<file path="src/rtl/aux_ctrl_pkg.sv">
package aux_ctrl_pkg;
  localparam int DATA_W     = 32;
  localparam int BIT_PARITY = 9;
  localparam int BIT_ONEWAY = 8;
  localparam int BIT_EXCL   = 7;
  localparam int BIT_COH    = 6;
  localparam int BIT_ZLINE  = 3;
  localparam int BIT_L1PF   = 2;
  localparam int BIT_L2PF   = 1;
  localparam int BIT_BCAST  = 0;

  typedef struct packed {
    logic wrAll;
    logic wrCohOnly;
    logic rdLoad;
  } ctlStrobes_t;

  function automatic logic [DATA_W-1:0] implMask(input bit parityImpl, input int numCores);
    logic [DATA_W-1:0] m;
    m = '0;
    m[BIT_ONEWAY] = 1'b1;
    m[BIT_EXCL]   = 1'b1;
    m[BIT_COH]    = 1'b1;
    m[BIT_ZLINE]  = 1'b1;
    m[BIT_L1PF]   = 1'b1;
    m[BIT_L2PF]   = 1'b1;
    m[BIT_PARITY] = parityImpl;
    m[BIT_BCAST]  = (numCores > 1);
    return m;
  endfunction
endpackage

</file>
<file path="src/rtl/aux_ctrl_ctl.sv">
module aux_ctrl_ctl
  import aux_ctrl_pkg::*;
(
  input  logic        accValid,
  input  logic        accWrite,
  input  logic        accPriv,
  input  logic        accSecure,
  input  logic        nsWriteEn,
  input  logic        secLock,
  output ctlStrobes_t strobes,
  output logic        undefFault
);
  logic privAcc;
  logic secWrite;
  logic nsWrite;

  always_comb begin
    privAcc  = accValid & accPriv;
    secWrite = privAcc & accWrite & accSecure;
    nsWrite  = privAcc & accWrite & ~accSecure;

    strobes.wrAll     = secWrite & ~secLock;
    strobes.wrCohOnly = nsWrite & nsWriteEn;
    strobes.rdLoad    = privAcc & ~accWrite;

    undefFault = accValid & (~accPriv | (accWrite & accSecure & secLock));
  end
endmodule

</file>
<file path="src/rtl/aux_ctrl_dp.sv">
module aux_ctrl_dp
  import aux_ctrl_pkg::*;
#(
  parameter bit PARITY_IMPL = 1'b1,
  parameter int NUM_CORES   = 2
) (
  input  logic              clk,
  input  logic              rstN,
  input  ctlStrobes_t       strobes,
  input  logic [DATA_W-1:0] wrData,
  output logic [DATA_W-1:0] ctrlQ,
  output logic [DATA_W-1:0] rdData,
  output logic              icsNonCacheable,
  output logic              bcastSendOk,
  output logic              bcastRecvOk
);
  localparam logic [DATA_W-1:0] IMPL_MASK = implMask(PARITY_IMPL, NUM_CORES);

  logic [DATA_W-1:0] ctrlD;

  always_comb begin
    ctrlD = ctrlQ;
    if (strobes.wrAll) begin
      ctrlD = wrData & IMPL_MASK;
    end else if (strobes.wrCohOnly) begin
      ctrlD[BIT_COH] = wrData[BIT_COH];
    end
  end

  always_ff @(posedge clk) begin
    if (!rstN) begin
      ctrlQ  <= '0;
      rdData <= '0;
    end else begin
      ctrlQ <= ctrlD;
      if (strobes.rdLoad) rdData <= ctrlQ;
    end
  end

  logic bcastOk;

  generate
    if (NUM_CORES > 1) begin : g_multi
      assign bcastOk = ctrlQ[BIT_COH] & ctrlQ[BIT_BCAST];
    end else begin : g_single
      assign bcastOk = 1'b0;
    end
  endgenerate

  assign icsNonCacheable = ~ctrlQ[BIT_COH];
  assign bcastSendOk     = bcastOk;
  assign bcastRecvOk     = bcastOk;
endmodule

</file>
<file path="src/rtl/aux_ctrl_reg.sv">
module aux_ctrl_reg
  import aux_ctrl_pkg::*;
#(
  parameter bit PARITY_IMPL = 1'b1,
  parameter int NUM_CORES   = 2
) (
  input  logic        clk,
  input  logic        rstN,
  input  logic        accValid,
  input  logic        accWrite,
  input  logic        accPriv,
  input  logic        accSecure,
  input  logic        nsWriteEn,
  input  logic        secLock,
  input  logic [31:0] wrData,
  output logic [31:0] rdData,
  output logic        undefFault,
  output logic        icsNonCacheable,
  output logic        bcastSendOk,
  output logic        bcastRecvOk
);
  ctlStrobes_t       strobes;
  logic [DATA_W-1:0] ctrlQ;

  aux_ctrl_ctl u_ctl (
    .accValid   (accValid),
    .accWrite   (accWrite),
    .accPriv    (accPriv),
    .accSecure  (accSecure),
    .nsWriteEn  (nsWriteEn),
    .secLock    (secLock),
    .strobes    (strobes),
    .undefFault (undefFault)
  );

  aux_ctrl_dp #(
    .PARITY_IMPL (PARITY_IMPL),
    .NUM_CORES   (NUM_CORES)
  ) u_dp (
    .clk             (clk),
    .rstN            (rstN),
    .strobes         (strobes),
    .wrData          (wrData),
    .ctrlQ           (ctrlQ),
    .rdData          (rdData),
    .icsNonCacheable (icsNonCacheable),
    .bcastSendOk     (bcastSendOk),
    .bcastRecvOk     (bcastRecvOk)
  );
endmodule

</file>
<file path="config.mk">
export PLATFORM = sky130hd
export DESIGN_NAME = aux_ctrl_reg
export DESIGN_NICKNAME = d
export VERILOG_FILES = /design/src/rtl/aux_ctrl_pkg.sv /design/src/rtl/aux_ctrl_ctl.sv /design/src/rtl/aux_ctrl_dp.sv /design/src/rtl/aux_ctrl_reg.sv
export SDC_FILE = /design/constraint.sdc
export NUM_CORES = 1
export LEC_CHECK = 0
export BUFFER_PORTS_ARGS = -buffer_cell sky130_fd_sc_hd__buf_4
export CORE_MARGIN = 2
export CORE_UTILIZATION = 25
export CTS_BUF_LIST = sky130_fd_sc_hd__clkbuf_8
export DETAILED_ROUTE_END_ITERATION = 8
export REMOVE_ABC_BUFFERS = 1
export SYNTH_ARGS = -nofsm -noshare
export SYNTH_HDL_FRONTEND = slang
export SYNTH_SLANG_ARGS = --single-unit
</file>
<file path="constraint.sdc">
create_clock -name clk -period 0.82 [get_ports clk]
set_input_delay 0.041 -clock clk [delete_from_list [all_inputs] [get_ports clk]]
set_output_delay 0.041 -clock clk [all_outputs]
set_load 0.01 [all_outputs]
</file>
==> results.yml <==
sta:
  setup-violations-final: 2
  rsz0062_at_grt: "yes"
  minimum_clock_period_after_layout_ns: 0.869
  timing.final.hold_violations: 0
  total_count_of_max_transition_violations_in_the_final_report: 0
  final_critical_path_setup_slack_ns: -0.0491
  final.setup_skew_ns: 0.000154
  fmaxAchievable_ghz: 1.15
  totalNegativeSetupSlack_ns: -0.0972
  min_period_over_period: 1.06
  holdWs_ns: 0.0472
drt:
  detailedRoute.firstIterationViolations: 23
  remaining_drc_errors: 0
  post_drt_via_cell_ratio: 3.75
  wl_per_cell_microns: 9.05
  final_wirelength_mm: 1.55
  drtPass1Iterations: 4
  num_vias: 641
  drt.antenna.violating_nets: 0
synthesis:
  yosys.area_share.simple: 0.183
  synthCells: 95
  synth.yosys.warnings: 0
  synth_cell_types: 16
  synthAdderAreaFrac: 0
  ys_seq_elements: 16
  asyncSetResetFlopFracSynth: 0
  synthDominantCellAreaShare: 0.372
  syn_avg_cell_area_sq_um: 9.07
  synth_top_family_by_area: "buffers and inverters"
  synth.mux.area_fraction: 0.186
  fraction_of_the_mapped_netlist_area_in_compound_gates: 0.0145
  post_synth_main_area_contributors: "sky130_fd_sc_hd__dfxtp_1, sky130_fd_sc_hd__buf_4, sky130_fd_sc_hd__mux2i_1, sky130_fd_sc_hd__nand2_1, sky130_fd_sc_hd__nor2b_1"
  dominantRegCellSynth: "sky130_fd_sc_hd__dfxtp_1"
  ys_top_cells_by_count: "sky130_fd_sc_hd__buf_4, sky130_fd_sc_hd__dfxtp_1, sky130_fd_sc_hd__mux2i_1, sky130_fd_sc_hd__nand2_1, sky130_fd_sc_hd__nor2b_1"
  yosysMostFrequentCell: "sky130_fd_sc_hd__buf_4"
  synth-seq-area-share: 0.372
  synth_enable_flop_cells: 0
  post_synth_instance_area_sq_um: 862
  synth-xor-area-share: 0
  synth_area_leader_cell: "sky130_fd_sc_hd__dfxtp_1"
critical_path:
  crit_path_max_fanout: 3
  setup.worst_path.start_class: "flip-flop"
  category_of_the_most_critical_setup_path: "reg2out"
  timing.critical_path.to_type: "primary output"
  arrival_time_of_the_worst_setup_path_ns: 0.83
  worst-endpoint-required_ns: 0.78
clock_tree:
  clock_latency_ns: 0.24
  cts_made_buffers: 3
  root_buffer: "sky130_fd_sc_hd__clkbuf_8"
  clk_path_buf_depth: 2
  cts_hold_buf: 0
  cts.clk_slew.worst_paths_ns: 0.06
  clock-sinks: 16
  tritoncts: "yes"
  cts.htree.levels: 1
placed_design:
  portBuffers: 27
  placed_cell_area_sq_mm: 0.00104
  dp_hpwl_mm: 1.19
  preCtsSetupSlack_ns: -0.110
  dpl.cell_count: 166
  gp_routability_congestion: 0.589
power_and_ir_drop:
  swShare: 0.231
  p_leak_nw: 0.533
  clockPowerShare: 0.366
  cellInternalPower_mw: 1.20
  seq_power_share: 0.505
  cellPowerDensity_mw_per_mm2: 1410
  share_comb_of_total_power: 0.128
  p_switching_uw: 360
  vdd_drop_max_mv: 0.330
grt:
  grt.overflow.total: 0
  grt.busiest_layer: "met2"
  grt_use_total: 0.0833
  grt_antenna_before_repair: 0
  first_global_vias: 660
  global_route.usage.met3: 0.0162
  grt_util_met2: 0.163
  grt_first_pass_wirelength_mm: 2.58
  grt_max_degree: 25
  grt_util_met1: 0.0746
die:
  start_util: 0.258
  i_o_pins: 76
  chipHeight_microns: 62.7
  placement_rows: 21
  core_area_sq_mm: 0.00334
  die_width_microns: 62.7
  die_area_sq_mm: 0.00393
finish:
  layoutNonFillerInstCount: 171
  area_growth_pct: 28.6
  insertedDiodeCount: 0
  finalNetCount: 167
  finish.instance_area_sq_mm: 0.00111
  final_layout_size_suffix_gt1_frac: 0.312
outcome:
  failing_checks: "setup timing"
  status: "finished with violations"
hold_path:
  min-delay-path-class: "in2reg"
run:
  max_cap_violations: 0
[path summary, 6_finish.rpt]
path                               startpoint             end  slack [ns]  cells after the start
worst min-delay path                wrData[6]   u_dp.ctrlQ[6]        0.05                      3
worst min register to register  u_dp.ctrlQ[8]   u_dp.ctrlQ[8]        0.46                      2
worst max register to register  u_dp.ctrlQ[0]  u_dp.rdData[0]        0.08                      3
worst max-delay path            u_dp.ctrlQ[6]     bcastRecvOk       -0.05                      2
[logic make-up (layout without fill, tap and decap cells)]
group | count (synthesis) | after routing
AOI/OAI and AO/OA | 2 | 2
muxes | 16 | 16
and+or+nand+nor | 31 | 31
DFF | 16 | 16
buffers and inverters | 29 | 36
other | 1 | 24
[final cells by class]
cell class | count | area, sq um
Clock buffer | 3 | 41.3
Fill cell | 356 | 2230
Tap cell | 46 | 57.6
Sequential cell | 16 | 323
Inverter | 1 | 3.75
Timing Repair Buffer | 32 | 260
Multi-Input combinational cell | 73 | 423
[power by group through the flow]
| stage | combinational (mW) | sequential (mW) | clock (mW) |
|---|---|---|---|
| after floorplan | 0.0988 | 0.804 | 0 |
| after global placement | 0.192 | 0.804 | 0 |
| after detailed placement | 0.198 | 0.805 | 0 |
| after CTS | 0.201 | 0.788 | 0.593 |
| after global routing | 0.221 | 0.788 | 0.644 |
| final | 0.200 | 0.788 | 0.571 |
[timing repair]
action | CTS | global route
setup endpoints to repair | 3 | 3
setup buffers | 2 | 0
gates resized for setup | 5 | 0
cloned | 0 | 0
[worst max-delay path: stages (launching register included)]
cell and delay [ns]:
sky130_fd_sc_hd__dfxtp_2 0.34, sky130_fd_sc_hd__and2_4 0.15, sky130_fd_sc_hd__buf_6 0.09
[flip-flops by register name, indices dropped and copies added (netlist names)]
name / count
u_dp.ctrlQ: 8
u_dp.rdData: 8
[through the flow]
stage	total power [mW]	util
5_1_grt	1.65	0.332
2_1_floorplan	0.903	-
6_report	1.56	0.332
3_5_place_dp	1.00	0.312
3_3_place_gp	0.997	0.312
4_1_cts	1.58	0.332
[routing by layer]
layer	up-vias	share of wire
met5	-	0
met4	0	0.0071
met3	2	0.063
met2	31	0.54
met1	296	0.39
li1	312	-
[cells in the final DEF, fill, tap and decap left out, drive strengths merged, types with 2 or more instances in the layout]
master  synthesis  routed
nand2          16      16
conb            1      24
nor2b           8       8
buf            27      32
dfxtp          16      16
nand2b          2       2
mux2i          16      16
clkbuf          1       3
nand3           2       2
Note: power is estimated with default switching activity, not from simulation.
